[src/rtl/tmu_pkg.sv]
package tmu_pkg;

    localparam int ADDR_W   = 8;
    localparam int DATA_W   = 32;
    localparam int MAX_CH   = 3;
    localparam int FLAG_BIT = 8;
    localparam int IE_BIT   = 5;

    localparam logic [ADDR_W-1:0] BASE_CH0 = 8'h08;
    localparam logic [ADDR_W-1:0] BASE_CH1 = 8'h14;
    localparam logic [ADDR_W-1:0] BASE_CH2 = 8'h20;
    localparam logic [ADDR_W-1:0] CH2_SPAN = 8'h10;
    localparam logic [ADDR_W-1:0] WIN_SPAN = 8'h0C;

    typedef enum logic [1:0] {
        TGT_NONE,
        TGT_OUTCTL,
        TGT_RUN,
        TGT_CHAN
    } tgt_e;

    typedef enum logic [1:0] {
        REG_PERIOD  = 2'd0,
        REG_COUNT   = 2'd1,
        REG_CTRL    = 2'd2,
        REG_CAPTURE = 2'd3
    } chreg_e;

    typedef struct packed {
        tgt_e       tgt;
        logic [1:0] ch;
        chreg_e     sel;
    } dec_t;

    // Highest base first: each window reaches up to the next base.
    function automatic dec_t decode_addr(input logic [ADDR_W-1:0] a, input logic full);
        dec_t              d;
        logic [ADDR_W-1:0] loc;
        d   = '{tgt: TGT_NONE, ch: 2'd0, sel: REG_PERIOD};
        loc = '0;
        if (a >= BASE_CH2) begin
            loc = a - BASE_CH2;
            if (full && loc < CH2_SPAN) begin
                d.tgt = TGT_CHAN;
                d.ch  = 2'd2;
                d.sel = chreg_e'(loc[3:2]);
            end
        end else if (a >= BASE_CH1) begin
            loc   = a - BASE_CH1;
            d.tgt = TGT_CHAN;
            d.ch  = 2'd1;
            d.sel = chreg_e'(loc[3:2]);
        end else if (a >= BASE_CH0) begin
            loc   = a - BASE_CH0;
            d.tgt = TGT_CHAN;
            d.ch  = 2'd0;
            d.sel = chreg_e'(loc[3:2]);
        end else if (a[ADDR_W-1:2] == 1) begin
            d.tgt = TGT_RUN;
        end else if (full) begin
            d.tgt = TGT_OUTCTL;
        end
        return d;
    endfunction

endpackage

[src/rtl/tmu_addr_dec.sv]
module tmu_addr_dec
    import tmu_pkg::*;
#(
    parameter bit FULL = 1'b1
) (
    input  logic [ADDR_W-1:0] addr,
    output dec_t              dec
);
    always_comb dec = decode_addr(addr, FULL);
endmodule

[src/rtl/tmu_channel.sv]
module tmu_channel
    import tmu_pkg::*;
#(
    parameter int CW      = 32,
    parameter bit HAS_CAP = 1'b0
) (
    input  logic              clk,
    input  logic              rst,
    input  logic              run,
    input  logic              wr_en,
    input  chreg_e            sel,
    input  logic [DATA_W-1:0] wdata,
    output logic [DATA_W-1:0] rdata,
    output logic              irq
);
    logic [CW-1:0]     period_q, count_q;
    logic              ie_q, flag_q;
    logic [DATA_W-1:0] cap_q;
    logic              wr_period, wr_count, wr_ctrl, underflow;

    assign wr_period = wr_en && sel == REG_PERIOD;
    assign wr_count  = wr_en && sel == REG_COUNT;
    assign wr_ctrl   = wr_en && sel == REG_CTRL;
    assign underflow = run && count_q == '0 && !wr_count;

    always_ff @(posedge clk) begin
        if (rst) begin
            period_q <= '1;
            count_q  <= '1;
            ie_q     <= 1'b0;
            flag_q   <= 1'b0;
        end else begin
            if (wr_period) period_q <= CW'(wdata);
            if (wr_count)
                count_q <= CW'(wdata);
            else if (run)
                count_q <= (count_q == '0) ? period_q : count_q - 1'b1;
            if (wr_ctrl) begin
                ie_q <= wdata[IE_BIT];
                if (!wdata[FLAG_BIT]) flag_q <= 1'b0;
            end
            if (underflow) flag_q <= 1'b1;   // set beats clear
        end
    end

    generate
        if (HAS_CAP) begin : g_cap
            always_ff @(posedge clk) begin
                if (rst) cap_q <= '0;
                else if (wr_en && sel == REG_CAPTURE) cap_q <= wdata;
            end
        end else begin : g_nocap
            assign cap_q = '0;
        end
    endgenerate

    always_comb begin
        rdata = '0;
        case (sel)
            REG_PERIOD:  rdata = DATA_W'(period_q);
            REG_COUNT:   rdata = DATA_W'(count_q);
            REG_CTRL: begin
                rdata[IE_BIT]   = ie_q;
                rdata[FLAG_BIT] = flag_q;
            end
            default:     rdata = cap_q;
        endcase
    end

    assign irq = flag_q & ie_q;

    a_r7_irq_needs_enable: assert property (@(posedge clk) disable iff (rst)
        irq |-> ie_q);
    a_r8_flag_sticky: assert property (@(posedge clk) disable iff (rst)
        (flag_q && !wr_ctrl) |=> flag_q);
    a_r6_frozen_when_stopped: assert property (@(posedge clk) disable iff (rst)
        (!run && !wr_count) |=> $stable(count_q));
    a_r5_reload_on_zero: assert property (@(posedge clk) disable iff (rst)
        underflow |=> (flag_q && count_q == $past(period_q)));
endmodule

[src/rtl/tmu_unit.sv]
module tmu_unit
    import tmu_pkg::*;
#(
    parameter bit FULL = 1'b1,
    parameter int CW   = 32
) (
    input  logic              clk,
    input  logic              rst,
    input  logic              req_valid,
    input  logic              req_write,
    input  logic [ADDR_W-1:0] req_addr,
    input  logic [DATA_W-1:0] req_wdata,
    output logic              rsp_valid,
    output logic [DATA_W-1:0] rsp_rdata,
    output logic              rsp_err,
    output logic [MAX_CH-1:0] run_o,
    output logic [MAX_CH-1:0] irq_o,
    output logic              outctl_o
);
    localparam int NCH = FULL ? 3 : 2;

    dec_t              dec;
    logic [MAX_CH-1:0] run_q;
    logic              outctl_q;
    logic [DATA_W-1:0] ch_rd [MAX_CH];
    logic              run_bad, err_n, wr_run;
    logic [DATA_W-1:0] rd_mux;

    tmu_addr_dec #(.FULL(FULL)) u_dec (.addr(req_addr), .dec(dec));

    genvar gi;
    generate
        for (gi = 0; gi < MAX_CH; gi++) begin : g_ch
            if (gi < NCH) begin : g_on
                tmu_channel #(.CW(CW), .HAS_CAP(gi == 2)) u_ch (
                    .clk   (clk),
                    .rst   (rst),
                    .run   (run_q[gi]),
                    .wr_en (req_valid && req_write && dec.tgt == TGT_CHAN && dec.ch == gi),
                    .sel   (dec.sel),
                    .wdata (req_wdata),
                    .rdata (ch_rd[gi]),
                    .irq   (irq_o[gi])
                );
            end else begin : g_off
                assign ch_rd[gi] = '0;
                assign irq_o[gi] = 1'b0;
            end
        end
    endgenerate

    assign run_bad = !FULL && req_wdata[2];
    assign wr_run  = req_valid && req_write && dec.tgt == TGT_RUN;
    assign err_n   = req_valid && (dec.tgt == TGT_NONE || (wr_run && run_bad));

    always_comb begin
        rd_mux = '0;
        case (dec.tgt)
            TGT_OUTCTL: rd_mux[0] = outctl_q;
            TGT_RUN:    rd_mux[MAX_CH-1:0] = run_q;
            TGT_CHAN:   rd_mux = ch_rd[dec.ch];
            default:    rd_mux = '0;
        endcase
    end

    always_ff @(posedge clk) begin
        if (rst) begin
            run_q     <= '0;
            outctl_q  <= 1'b0;
            rsp_valid <= 1'b0;
            rsp_rdata <= '0;
            rsp_err   <= 1'b0;
        end else begin
            if (wr_run && !run_bad) run_q <= req_wdata[MAX_CH-1:0];
            if (req_valid && req_write && dec.tgt == TGT_OUTCTL) outctl_q <= req_wdata[0];
            rsp_valid <= req_valid && !req_write;
            rsp_rdata <= (req_valid && !req_write && !err_n) ? rd_mux : '0;
            rsp_err   <= err_n;
        end
    end

    assign run_o    = run_q;
    assign outctl_o = outctl_q;

    a_r12_rsp_from_read: assert property (@(posedge clk) disable iff (rst)
        rsp_valid |-> $past(req_valid && !req_write));
    a_r11_err_zero_data: assert property (@(posedge clk) disable iff (rst)
        rsp_err |-> rsp_rdata == '0);
    a_r3_run_tracks_write: assert property (@(posedge clk) disable iff (rst)
        (wr_run && !run_bad) |=> run_o == $past(req_wdata[MAX_CH-1:0]));
    a_r10_reduced_no_ch2: assert property (@(posedge clk) disable iff (rst)
        !FULL |-> (run_o[2] == 1'b0 && irq_o[2] == 1'b0));
endmodule

[config.mk]
export PLATFORM = sky130hd
export DESIGN_NAME = tmu_unit
export DESIGN_NICKNAME = d
export VERILOG_FILES = /design/src/rtl/tmu_pkg.sv /design/src/rtl/tmu_addr_dec.sv /design/src/rtl/tmu_channel.sv /design/src/rtl/tmu_unit.sv
export SDC_FILE = /design/constraint.sdc
export NUM_CORES = 1
export LEC_CHECK = 0
export BUFFER_PORTS_ARGS = -buffer_cell sky130_fd_sc_hd__buf_2
export CORE_MARGIN = 2
export CORE_UTILIZATION = 35
export CTS_BUF_LIST = sky130_fd_sc_hd__clkbuf_4 sky130_fd_sc_hd__clkbuf_8
export CTS_CLUSTER_SIZE = 8
export DETAILED_ROUTE_END_ITERATION = 7
export PLACE_DENSITY_LB_ADDON = 0.08
export SYNTH_ARGS = -nofsm -noshare
export SYNTH_HDL_FRONTEND = slang
export SYNTH_HIERARCHICAL = 1
export SYNTH_SLANG_ARGS = --single-unit
[constraint.sdc]
create_clock -name clk -period 8.4 [get_ports clk]
set_clock_uncertainty 0.2 [all_clocks]
set_input_delay 0.84 -clock clk [delete_from_list [all_inputs] [get_ports clk]]
set_output_delay 0.84 -clock clk [all_outputs]
set_load 0.01 [all_outputs]
; Word-level counts from Yosys, hierarchy flattened
; Index checks and enable logic that the tools add are counted.
; Widths: inputs -> output; s select.
[classes]
addsub = 6
mul = 0
div = 0
magnitude_cmp = 5
n_eq_ne = 12
shift = 0
muxes = 42
bitwise = 6
reduce_logical = 48
[op_table]
columns = operator, n
row1 = $mux 32, 11
row2 = $logic_not 32->1, 3
row3 = $sub 32x1->32 const B, 3
row4 = $pmux 23 s2, 2
row5 = $pmux 23 s3, 1
row6 = $bmux 32 s2, 1
row7 = $logic_and 1x1->1, 26
row8 = $pmux 1 s3, 7
row9 = $pmux 5 s2, 2
row10 = $mux 6, 3
row11 = $pmux 5 s3, 1
row12 = $pmux 2 s2, 3
row13 = $reduce_bool 2->1, 6
row14 = $eq 2x2->1 const B, 5
row15 = $ge 8x4->1 const B, 1
row16 = $ge 8x5->1 const B, 1
row17 = $ge 8x6->1 const B, 1
row18 = $lt 8x5->1 const B, 1
row19 = $sub 8x6->8 const B, 1
row20 = $mux 1, 7
row21 = $eq 2x1->1 const B, 3
row22 = $eq 6x1->1 const B, 1
row23 = $logic_not 2->1, 3
row24 = $mux 2, 3
row25 = other kinds (12), 23
[word_totals]
regBits = 268
latch_bits = 0
ram_bits = 0
mem_bits_ro = 0
input_bits = 44
out_inout_bits = 41
wordCells = 138
memories = 0

; Longest topological paths before layout
; Gate-level depths: netlist (run 1).
[logic_depth]
depth_word = 13
ltp_mapped = 15
ltp_nobuf = 12

; Modules after synthesis
; Netlist (run 1), hierarchy kept.
[modules_own_cells]
columns = mod, n_inst, cells_each, area_per_inst_um2, seq_area_each_um2
row1 = tmu_channel (g_ch[0].g_on.u_ch ...), 2, 517, 4335.4, 1321.3
row2 = tmu_channel (g_ch[2].g_on.u_ch), 1, 677, 5377.7, 1961.9
row3 = tmu_unit, 1, 204, 1833.0, 760.7
row4 = tmu_addr_dec, 1, 29, 210.2, 0.0

; Worst setup path after synthesis (run 1)
; No wires, ideal clock.
[synth_timing]
path_type = input to register
startpoint = input port req_addr[5]
endpoint = register g_ch[2].g_on.u_ch.period_q[10]
setup_ns = 0.129
t_arrival_ns = 3.693
t_required_ns = 8.071
path_slack_ns = 4.378
path_stages = 13
path_buffers = 3
path_cell_list = inv_1 -> ha_1 -> xor2_1 -> nor3_1 -> or2_1 -> buf_2 -> nand4_1 -> nor3b_1 -> nor3b_1 -> clkbuf_1 -> clkbuf_1 -> mux2i_1 -> nand2_1
[synth_lines]
columns = element, line
row1 = start: declaration, tmu_unit.sv:11  ; input logic [ADDR_W-1:0] req_addr,
row2 = end signal: assignment, tmu_channel.sv:33  ; if (wr_period) period_q <= CW'(wdata);
row3 = end: declaration, tmu_channel.sv:16  ; logic [CW-1:0] period_q, count_q;

==> impl_results.md, run 1 <==
- GP Congestion: 0.866
- Final nets: 1997
- Die Ht: 218 microns
- Critical-path cell list: buf_2, inv_1, ha_1, xor2_1, nor3_2, buf_4, nand2_1, o21ai_4, buf_4, and3b_2, buf_4, nor2b_1, nand2_1, o21ai_0
- Global route overflow: 0
- CTS max path bufs: 3
- First-pass GRT wire length: 93300 microns
- Yosys cell types: 80
- Final worst-path cycle share: 0.578
- Share of post-route cells with drive strength above 1: 0.154
- Cell Rows: 78
- Buffers on Ports: 84
- Syn_area_per_cell: 8.28 sq um
- Largest net degree at the start of global routing: 84
- Post-synthesis async set-or-reset flop share: 0
- Pwr dens: 170 mW/mm^2
- FF+latch count, synth: 268
- Critical path's largest stage delay: 1.01 ns
- Initial Util: 0.355
- Remaining antenna violation count: 0
- Crit-path slowest cell: nor2b_1
- Post-CTS Setup Inserts: 0
- Cell mode on critical path: buf_4
- CTS tree: done
- # fillers: 4688
- Syn Inst Count: 1944
- Final WL: 62800 microns
- Relative slew slack: 0.193
- Min-Delay Path Class: reg2reg
- Worst vdd ir: 0.109 mV
- Vias per cell: 5.79
- Critical path class: in2reg
- Post-cts sizing count: 0
- Buf/Inv on CP: 5
- CP Capture Type: flip-flop
- Setup Viol. Count Final: 0
- Seq/Total Area, Yosys: 0.333
- Worst slew pin tran: 1.21 ns
- Placed instance count: 2488
- Worst EP required: 8.78 ns
- Reg2reg setup slack: 4.96 ns
- # hold bufs at CTS: 0
- Core area: 0.0454 sq mm
- H-tree Lvls: 2
- Area grow syn2layout: 11.8%
- Area of the multi-input gates: 0.00989 sq mm
- Max-Cap Viols: 0
- Cell Area, Synth: 0.0161 sq mm
- Diodes inserted: 0
- Synthesis Warnings: 6
- CTS Sinks: 268
- Pre-CTS worst setup slack: 2.90 ns
- Initial antenna violation count: 4
- Reg area: 0.00537 sq mm
- Area leader, netlist: dfxtp_1
- Max Fclk: 206 MHz
- Clock transition at path regs: 0.06 ns
- RSZ-0062 raised after global routing: no
- Highest routing layer actually used: met4
- TNS Setup: 0 ns
- Wire length on met3: 3470 microns
- DP HPWL: 42400 microns
- Die area: 0.0477 sq mm
- Via Count: 15000
- Worst-skew pair later-pin latency: 0.66 ns
- EDFF count, synth: 0
- WL met2: 28500 microns
- CP startpoint kind: input port
- Max Slew Vio Count: 0
- Final Hold Fails: 0
- Arr. time, crit path: 5.23 ns
- Number of global-route vias before repair: 14000
- Num ports: 85
- Period minus WS final: 4.85 ns
- Top cell type's share of synthesized area: 0.333
- GRT Overall Usage: 0.260
- 1st-pass router iterations: 5
- TritonCTS Buffers: 53
- Worst setup margin: 3.55 ns
- Most used DFF post-synth: dfxtp_1
- Root cell of the clock tree: clkbuf_8
- Iter 0 DRT Violations: 1406
- WL met1: 29600 microns
- Top cells by area, synth: dfxtp_1 33%, mux2i_1 10%, nand2_1 5.3%, a211o_1 4.7%, nor2_1 3.3%
- Status: completed
- CP max FO: 65
- Residual DRC: 0
- Total nets after synthesis: 1998
- DIE WIDTH: 218 microns
- Leakage: 5.88 nW
- Final cell count without fillers: 2585
- Family with the most delay on the worst path: simple AND/OR/NAND/NOR gates
- WL/cell: 24.3 microns
registers in the layout (all words and copies together) (netlist names):
name,flops
run_o,3
rsp_err,1
rsp_valid,1
outctl_o,1
g_ch.g_on.u_ch/cap_q,32
g_ch.g_on.u_ch/period_q,96
rsp_rdata,32
g_ch.g_on.u_ch/count_q,96
g_ch.g_on.u_ch/ie_q,3
g_ch.g_on.u_ch/flag_q,3
final cells by class:
| type | instances | area share |
|---|---|---|
| multi-input combinational | 1480 | 0.550 |
| sequential | 268 | 0.298 |
| clock buffer | 86 | 0.0606 |
| tap | 600 | 0.0417 |
| timing repair buffer | 115 | 0.0373 |
| clock inverter | 11 | 0.00751 |
| inverter | 25 | 0.00521 |
metal layers:
metal | vias up | track usage
met2 | 457 | 0.411
li1 | 7079 | -
met5 | - | 0
met4 | 0 | 0.0599
met1 | 7357 | 0.369
met3 | 74 | 0.0409
synthesized netlist by cell type, drive strengths merged (3+ instances only):
master,instances
a211o,86
a211oi,60
a21o,3
a21oi,81
a31oi,28
a41oi,5
and2,5
and3,22
and4,4
buf,59
clkbuf,112
dfxtp,268
ha,10
inv,24
mux2,35
mux2i,164
nand2,229
nand2b,3
nand3,15
nand3b,7
nand4,22
nand4b,7
nor2,144
nor2b,77
nor3,66
nor3b,62
nor4,42
o211ai,7
o21a,5
o21ai,121
o221ai,7
o311ai,6
o31a,11
o31ai,18
o32ai,4
or2,10
or3,15
or4,13
xnor2,48
xor2,12
stage by stage:
stage | area, sq um | utilization | total power, mW | hold WS [ns]
2_1_floorplan | 16100 | - | 1.45 | 0.233
3_3_place_gp | 16800 | 0.370 | 1.55 | 0.242
3_5_place_dp | 16800 | 0.370 | 1.55 | 0.247
4_1_cts | 18000 | 0.397 | 3.10 | 0.233
5_1_grt | 18000 | 0.397 | 3.17 | 0.259
6_report | 18000 | 0.397 | 3.06 | 0.256
cell families after synthesis:
logic type,after synthesis,synth area share
and+or+nand+nor,747,0.244
AOI/OAI and AO/OA,462,0.197
DFF,268,0.333
muxes,201,0.129
buffers and inverters,196,0.0554
xor gates and xnor gates,60,0.0327
adders and majority gates,10,0.00778
tightest hold or removal path: stages, from the launching register on:
cell     delay (ns)
dfxtp_1        0.31
nand2_1        0.05
a21oi_1        0.05
final timing paths:
path,from,end,cells past startpoint
min,g_ch[2].g_on.u_ch/cap_q[19]$_SDFFE_PP0P_,g_ch[2].g_on.u_ch/cap_q[19]$_SDFFE_PP0P_,2
max reg2reg,g_ch[2].g_on.u_ch/count_q[20]$_SDFFE_PP1P_,g_ch[2].g_on.u_ch/count_q[6]$_SDFFE_PP1P_,6
min reg2reg,g_ch[2].g_on.u_ch/cap_q[19]$_SDFFE_PP0P_,g_ch[2].g_on.u_ch/cap_q[19]$_SDFFE_PP0P_,2
max,req_addr[5],g_ch[0].g_on.u_ch/count_q[22]$_SDFFE_PP1P_,14
power by group:
part	switching [mW]	internal, mW	total, mW
registers	0.0175	1.28	1.30
clock network	0.627	0.909	1.54
logic	0.152	0.0718	0.224
total	0.797	2.26	3.06
layout by cell type, fill, tap and decap left out, types with 60 or more instances in the layout:
cell and count:
dfxtp_1 268, nor2_1 141, a211oi_1 60, a211o_1 86, buf_2 83, clkbuf_8 71
o21ai_0 92, nor3_1 62, nand2_1 229, nor2b_1 76, a21oi_1 71, mux2i_1 164
(Power assumes the default switching activity.)
==> run 2, diff against run 1 <==
- ABC_AREA: not set -> 1
- clock period: 8.4 -> 4.1 ns (I/O delays scaled with it)
==> run 2 against run 1 <==
Against the previous run:
- die area is 4.3% higher
- non-clock buffer count increased by 39
- sequential power grew 110%
- power increased by 110%
- first-iteration DRC count grew 30%
- combinational power grew to 3.1 times the previous value
- critical path type unchanged
- synthesized area is 4.4% higher
- synthesized cell count up 38%
- utilization up 0.49 points
- critical path depth rose by 4
- highest routed layer unchanged
- clock-buffer cell count shrank 2
- critical endpoint is now rsp_rdata[16]$_SDFF_PP0_
==> impl_results.md, run 2 <==
- Diodes inserted: 0 (unchanged)
- WHS Endpoint: g_ch[2].g_on.u_ch/ie_q$_SDFFE_PP0P_
- Area leader, netlist: dfxtp_1
- Crit-path slowest cell: buf_4
- Leakage: 9.02 nW (+53%)
- Top cell type's share of synthesized area: 0.319 (-0.0140)
- Syn_area_per_cell: 6.26 sq um (-24%)
- Synth top cells by count: 787 x nand2_1, 357 x inv_1, 268 x dfxtp_1
- R2R depth: 10 (+4)
- Residual DRC: 0 (unchanged)
- TNS Setup: 0 ns (unchanged)
- Initial antenna violation count: 0 (-4)
- Min-Delay Path Depth: 6 (+4)
- Worst vdd ir: 0.206 mV (+89%)
- CP max FO: 44 (-32%)
- Final worst-path cycle share: 0.732
- Max Fclk: 333 MHz
- Cell Area, Synth: 0.0168 sq mm (+4.4%)
- Final WL: 72100 microns (+15%)
- Post-cts sizing count: 0 (unchanged)
- Most used DFF post-synth: dfxtp_1
- CP startpoint kind: input port
- Arr. time, crit path: 3.39 ns (-1.84 ns)
- Largest net degree at the start of global routing: 66 (-21%)
- Max-Cap Viols: 0 (unchanged)
- RSZ-0062 raised after global routing: no
- Most common cell in the netlist: nand2_1
- Syn Inst Count: 2683 (+38%)
- Clock transition at path regs: 0.06 ns (about the same)
- H-tree Lvls: 2 (unchanged)
- Total nets after synthesis: 2737 (+37%)
- Area grow syn2layout: 13.6%
- Final Hold Fails: 0 (unchanged)
- Status: completed
- Relative slew slack: 0.155 (-0.0377)
- Worst EP required: 4.49 ns (-4.29 ns)
- Setup Viol. Count Final: 0 (unchanged)
- Max Slew Vio Count: 0 (unchanged)
- Buffers on Ports: 84 (unchanged)
- CTS tree: done
- Yosys cell types: 37 (-54%)
- Die Ht: 223 microns (+2.1%)
- Num ports: 85 (unchanged)
- Worst setup margin: 1.10 ns (-2.45 ns)
- Commonest non-fill, non-tap cells in the layout: 787 x nand2_1, 355 x inv_1, 268 x dfxtp_1, 255 x nand3_1, 203 x nor2_1
- Top flop regs: g_ch.g_on.u_ch/count_q x96, g_ch.g_on.u_ch/period_q x96
- Reg2reg setup slack: 1.21 ns (-3.75 ns)
- GP Congestion: 0.988 (+14%)
- EDFF count, synth: 0 (unchanged)
- Hold Crit Start: req_addr[2]
- Initial Util: 0.353 (-0.00130)
- Crit Reg-Reg Startpoint: g_ch[0].g_on.u_ch/count_q[0]$_SDFFE_PP1P_
- Worst slew pin tran: 1.27 ns (+0.0590 ns)
- Reg area: 0.00537 sq mm (unchanged)
- Most common cell after layout, fill and taps aside: nand2_1
- Min-Delay Path Class: in2reg
- Critical path's largest stage delay: 0.52 ns (-0.49 ns)
- Vias per cell: 5.38 (-7.0%)
- # fillers: 5192 (+11%)
- Cell Rows: 80 (+2.6%)
- CP Capture Type: flip-flop
- Iter 0 DRT Violations: 1831 (+30%)
- Synthesis Warnings: 6 (unchanged)
- Number of global-route vias before repair: 17100 (+22%)
- Critical-path cell list: buf_2, inv_1, ha_1, inv_1, nand2_1, nand3_2, nor2_2, nor2_2, nand2_1, nand3_2, nor2_4, buf_4, nand2_1, o221ai_1, nand2_1, nand3_1, nand2_1, inv_1
- Critical path class: in2reg
- 1st-pass router iterations: 8 (+3)
- Share of post-route cells with drive strength above 1: 0.115 (-0.0389)
- Area of the multi-input gates: 0.00927 sq mm (-6.3%)
- Pre-CTS worst setup slack: 0.476 ns (-2.42 ns)
- Post-synthesis async set-or-reset flop share: 0 (unchanged)
- WL/cell: 21.1 microns (-13%)
- First-pass GRT wire length: 109000 microns (+17%)
- Worst-skew pair later-pin latency: 0.67 ns (about the same)
- Seq/Total Area, Yosys: 0.319 (-0.0140)
- Cell mode on critical path: nand2_1
- Top cells by area, synth: dfxtp_1 32%, nand2_1 18%, inv_1 8.0%, nand3_1 7.6%, o21ai_0 4.6%
- Pwr dens: 336 mW/mm^2 (+98%)
- Root cell of the clock tree: clkbuf_8
- CTS Sinks: 268 (unchanged)
- Family with the most delay on the worst path: simple AND/OR/NAND/NOR gates
- TritonCTS Buffers: 53 (unchanged)
- Period minus WS final: 3.00 ns
- GRT Overall Usage: 0.286 (+0.0258)
- Buf/Inv on CP: 5 (unchanged)
- Global route overflow: 0 (unchanged)
- Worst reg2reg endpoint: g_ch[0].g_on.u_ch/count_q[23]$_SDFFE_PP1P_
- CTS max path bufs: 3 (unchanged)
- Final nets: 2808 (+41%)
- Via Count: 18400 (+23%)
- DIE WIDTH: 223 microns (+2.1%)
- Remaining antenna violation count: 0 (unchanged)
- Die area: 0.0498 sq mm (+4.3%)
- Layout Utilization: 0.401 (+0.00487)
- Core area: 0.0475 sq mm (+4.8%)
- DP HPWL: 51400 microns (+21%)
- FF+latch count, synth: 268 (unchanged)
run 2: cell count changes after synthesis, sizes merged, moves of 77 or more:
cell and delta:
a211o -86, inv +350, mux2i -164, nand2 +570, nand3 +265, nor2 +102
nor2b -77, o211ai +83
run 2: report_power, final:
part	total [mW]	internal (mW)	switching (mW)	leakage, nW
sequential	2.70	2.65	0.0535	2.17
combinational	0.695	0.221	0.474	6.23
clock	3.02	1.69	1.33	0.622
run 2: cell families after synthesis:
family	share of synthesized area
fa+ha+maj	0.00745
buf+inv	0.130
xor+xnor	0.00417
flops	0.319
simple gates	0.362
compound gates	0.177
run 2: worst register-to-register path, stage by stage (launching register included):
cell     delay [ns]
dfxtp_1        0.30
inv_1          0.15
ha_1           0.29
nand2_1        0.10
nor2_1         0.09
nand2_1        0.10
nor2_4         0.66
nand2_4        0.47
nand3_1        0.33
nand2_1        0.08
nand2_1        0.06
run 2: area by class of cell:
cell class,instances,area share
inverter,378,0.0749
timing repair buffer,154,0.0576
tap,615,0.0403
sequential,268,0.281
clock buffer,84,0.0550
clock inverter,14,0.00551
multi-input combinational,1899,0.486
run 2: how the worst max path moves through the flow:
| stage | startpoint | endpoint | slack (ns) | depth (start not counted) |
|---|---|---|---|---|
| floorplan | req_addr[3] | rsp_rdata[1]$_SDFF_PP0_ | 1.36 | 18 |
| global placement | req_addr[3] | rsp_rdata[16]$_SDFF_PP0_ | 0.50 | 18 |
| detailed placement | req_addr[3] | rsp_rdata[16]$_SDFF_PP0_ | 0.48 | 18 |
| CTS | req_addr[3] | rsp_rdata[16]$_SDFF_PP0_ | 1.17 | 18 |
| global route | req_addr[3] | rsp_rdata[25]$_SDFF_PP0_ | 0.83 | 18 |
| finish | req_addr[3] | rsp_rdata[16]$_SDFF_PP0_ | 1.10 | 18 |
run 2: repair_timing:
item | in CTS | in global routing
setup endpoints to repair | 0 | 0
endpoints found under the hold margin | 199 | 0
hold buffers | 36 | 0
buffers inserted | 0 | 0
run 2: metrics by stage:
stage               power (mW)  std cells  cell area (sq um)  hold slack, ns
CTS                       6.48       3412              19100           0.118
floorplan                 3.13       2683              16800           0.230
global placement          3.41       3278              17600           0.242
global route              6.66       3412              19100           0.182
finish                    6.42       3412              19100           0.165
detailed placement        3.41       3278              17600           0.248
run 2: layer usage:
| layer | part of all wire | track usage |
|---|---|---|
| met1 | 0.47 | 0.410 |
| met3 | 0.073 | 0.0507 |
| met2 | 0.43 | 0.431 |
| met5 | 0 | 0 |
| met4 | 0.033 | 0.0955 |
==> run 3, diff against run 2 <==
- ABC_AREA: 1 -> 0
- clock period: 4.1 -> 3.1 ns (I/O delays scaled with it)
==> run 3 against run 2 <==
Against the previous run:
- via count is 14% lower
- wire length is 8.7% lower
- global-route usage is 1.1 points lower
- design area is 2.0% higher
- clock power is 22% higher
- critical endpoint is now g_ch[1].g_on.u_ch/period_q[24]$_SDFFE_PP1P_
- largest cell class unchanged
- highest routed layer unchanged
==> impl_results.md, run 3 (synthesis results as in run 1) <==
- Worst EP required: 3.44 ns (-1.05 ns)
- Setup Viol. Count Final: 0 (unchanged)
- GRT Overall Usage: 0.274 (-0.0114)
- Critical path's largest stage delay: 0.55 ns (+0.03 ns)
- Final cell count without fillers: 2751 (-19%)
- Final WL: 65800 microns (-8.7%)
- Worst-skew pair later-pin latency: 0.65 ns (-0.02 ns)
- CTS tree: done
- Diodes inserted: 0 (unchanged)
- Top flop regs: g_ch.g_on.u_ch/count_q x96, g_ch.g_on.u_ch/period_q x96
- # fillers: 4634 (-11%)
- Final Hold Fails: 0 (unchanged)
- Initial antenna violation count: 5 (+5)
- Global route overflow: 0 (unchanged)
- Area of the multi-input gates: 0.00991 sq mm (+6.9%)
- Sw Ratio: 0.270 (-0.0199)
- CP startpoint kind: input port
- Arr. time, crit path: 3.27 ns (-0.12 ns)
- CP max FO: 26 (-41%)
- Final hold slack: 0.0705 ns (-0.0943 ns)
- 1st-pass router iterations: 5 (-3)
- Iter 0 DRT Violations: 1515 (-17%)
- Vias per cell: 5.73 (+6.4%)
- CP Capture Type: flip-flop
- Total power draw: 7.90 mW (+23%)
- Clock transition at path regs: 0.06 ns (about the same)
- Min-Delay Path Class: in2reg
- Design internal power: 5.77 mW (+27%)
- H-tree Lvls: 2 (unchanged)
- Period minus WS final: 2.93 ns
- Largest net degree at the start of global routing: 87 (+32%)
- DIE WIDTH: 218 microns (-2.1%)
- Root cell of the clock tree: clkbuf_8
- DP HPWL: 47300 microns (-8.0%)
- Worst vdd ir: 0.258 mV (+25%)
- Via Count: 15800 (-14%)
- Share of post-route cells with drive strength above 1: 0.203 (+0.0884)
- NetSw: 2.13 mW (+15%)
- Crit-path slowest cell: dlygate4sd3_1
- Commonest non-fill, non-tap cells in the layout: 268 x dfxtp_1, 229 x nand2_1, 164 x mux2i_1, 156 x buf_4, 141 x nor2_1
- Die area: 0.0477 sq mm (-4.1%)
- Dpl cell area: 0.0180 sq mm (+2.7%)
- Pwr dens: 406 mW/mm^2 (+21%)
- Initial Util: 0.355 (+0.00130)
- Critical path class: in2reg
- Remaining antenna violation count: 0 (unchanged)
- Die Ht: 218 microns (-2.1%)
- Reg area: 0.00537 sq mm (unchanged)
- Max Fclk: 341 MHz
- CTS Sinks: 268 (unchanged)
- Crit Reg-Reg Startpoint: g_ch[2].g_on.u_ch/count_q[16]$_SDFFE_PP1P_
- CTS max path bufs: 3 (unchanged)
- Most common cell after layout, fill and taps aside: dfxtp_1
- Status: completed
- Leakage: 6.74 nW (-25%)
- TritonCTS Buffers: 55 (+3.8%)
- Final nets: 2178 (-22%)
- Buf/Inv on CP: 7 (+2)
- Buffers on Ports: 84 (unchanged)
- Worst Setup SP: req_addr[3]
- Gate power share: 0.088 (-0.020)
- Number of global-route vias before repair: 15300 (-11%)
- Hold Crit Start: req_addr[4]
- Num ports: 85 (unchanged)
- Area grow syn2layout: 21.0%
- Clk pwr share: 0.466 (-0.005)
- Worst slew pin tran: 0.882 ns (-0.386 ns)
- Design Area, Final: 0.0195 sq mm (+2.0%)
- Family with the most delay on the worst path: buffers and inverters
- Max Slew Vio Count: 0 (unchanged)
- Placed instance count: 2628 (-20%)
- GP Congestion: 0.896 (-9.4%)
- Fraction of power consumed by sequential logic: 0.447 (+0.026)
- Final worst-path cycle share: 0.945
- Relative slew slack: 0.412 (+0.257)
- Cell Rows: 78 (-2.5%)
- Core area: 0.0454 sq mm (-4.6%)
- First-pass GRT wire length: 98500 microns (-9.6%)
- Residual DRC: 0 (unchanged)
- Max-Cap Viols: 0 (unchanged)
- Critical-path cell list: buf_2, inv_2, ha_1, inv_2, o31ai_4, xnor2_1, o221ai_4, buf_4, buf_4, nor3b_4, buf_12, nor2b_1, a211o_1, dlygate4sd3_1
- WL/cell: 23.9 microns (+13%)
-- run 3: final cells by class --
cell class,count,share of cell area
Clock buffer,78,0.0513
Clock inverter,6,0.00199
Sequential cell,268,0.276
Inverter,25,0.00482
Multi-Input combinational cell,1480,0.509
Tap cell,600,0.0386
Timing Repair Buffer,294,0.119
-- run 3: power groups by stage --
| stage | Clock [mW] | Combinational, mW | Sequential (mW) |
|---|---|---|---|
| 5_1_grt | 3.92 | 0.737 | 3.53 |
| 6_report | 3.68 | 0.692 | 3.53 |
| 4_1_cts | 3.77 | 0.688 | 3.53 |
| 3_5_place_dp | 0 | 0.652 | 3.60 |
| 3_3_place_gp | 0 | 0.649 | 3.60 |
| 2_1_floorplan | 0 | 0.346 | 3.58 |
-- run 3: per-stage QoR --
step / util / setup WS, ns / TNS, ns
after global placement: 0.398 / -0.227 / -17.58
after global routing: 0.429 / -0.0146 / -0.0146
after detailed placement: 0.398 / -0.275 / -21.61
after CTS: 0.429 / 0.0759 / 0
final: 0.429 / 0.170 / 0
after floorplan: - / -0.0337 / -0.723
-- run 3: timing repair --
item	4_1_cts	5_1_grt
hold buffers	37	0
endpoints found under the setup margin	0	1
gates resized for setup	0	0
setup buffers	0	2
hold endpoints to repair	208	0
-- run 3: path summary, 6_finish.rpt --
path / end / slack, ns / cells past startpoint
worst max-delay path: g_ch[1].g_on.u_ch/period_q[24]$_SDFFE_PP1P_ / 0.17 / 14
worst min-delay path: rsp_err$_SDFF_PP0_ / 0.07 / 5
worst max register to register: g_ch[2].g_on.u_ch/count_q[1]$_SDFFE_PP1P_ / 0.21 / 6
worst min register to register: g_ch[2].g_on.u_ch/cap_q[18]$_SDFFE_PP0P_ / 0.26 / 2
-- run 3: layer usage --
layer | track usage | vias up | part of all wire
met1 | 0.383 | 7688 | 0.46
li1 | - | 7422 | -
met3 | 0.0415 | 111 | 0.064
met2 | 0.423 | 538 | 0.44
met4 | 0.106 | 0 | 0.036
met5 | 0 | - | 0
-- run 3: worst register-to-register path: stages (launching register included) --
cell and delay, ns:
dfxtp_1 0.37, or4_4 0.56, or4_4 0.60, or3_1 0.42
buf_4 0.22, and2_4 0.18, o311ai_2 0.26
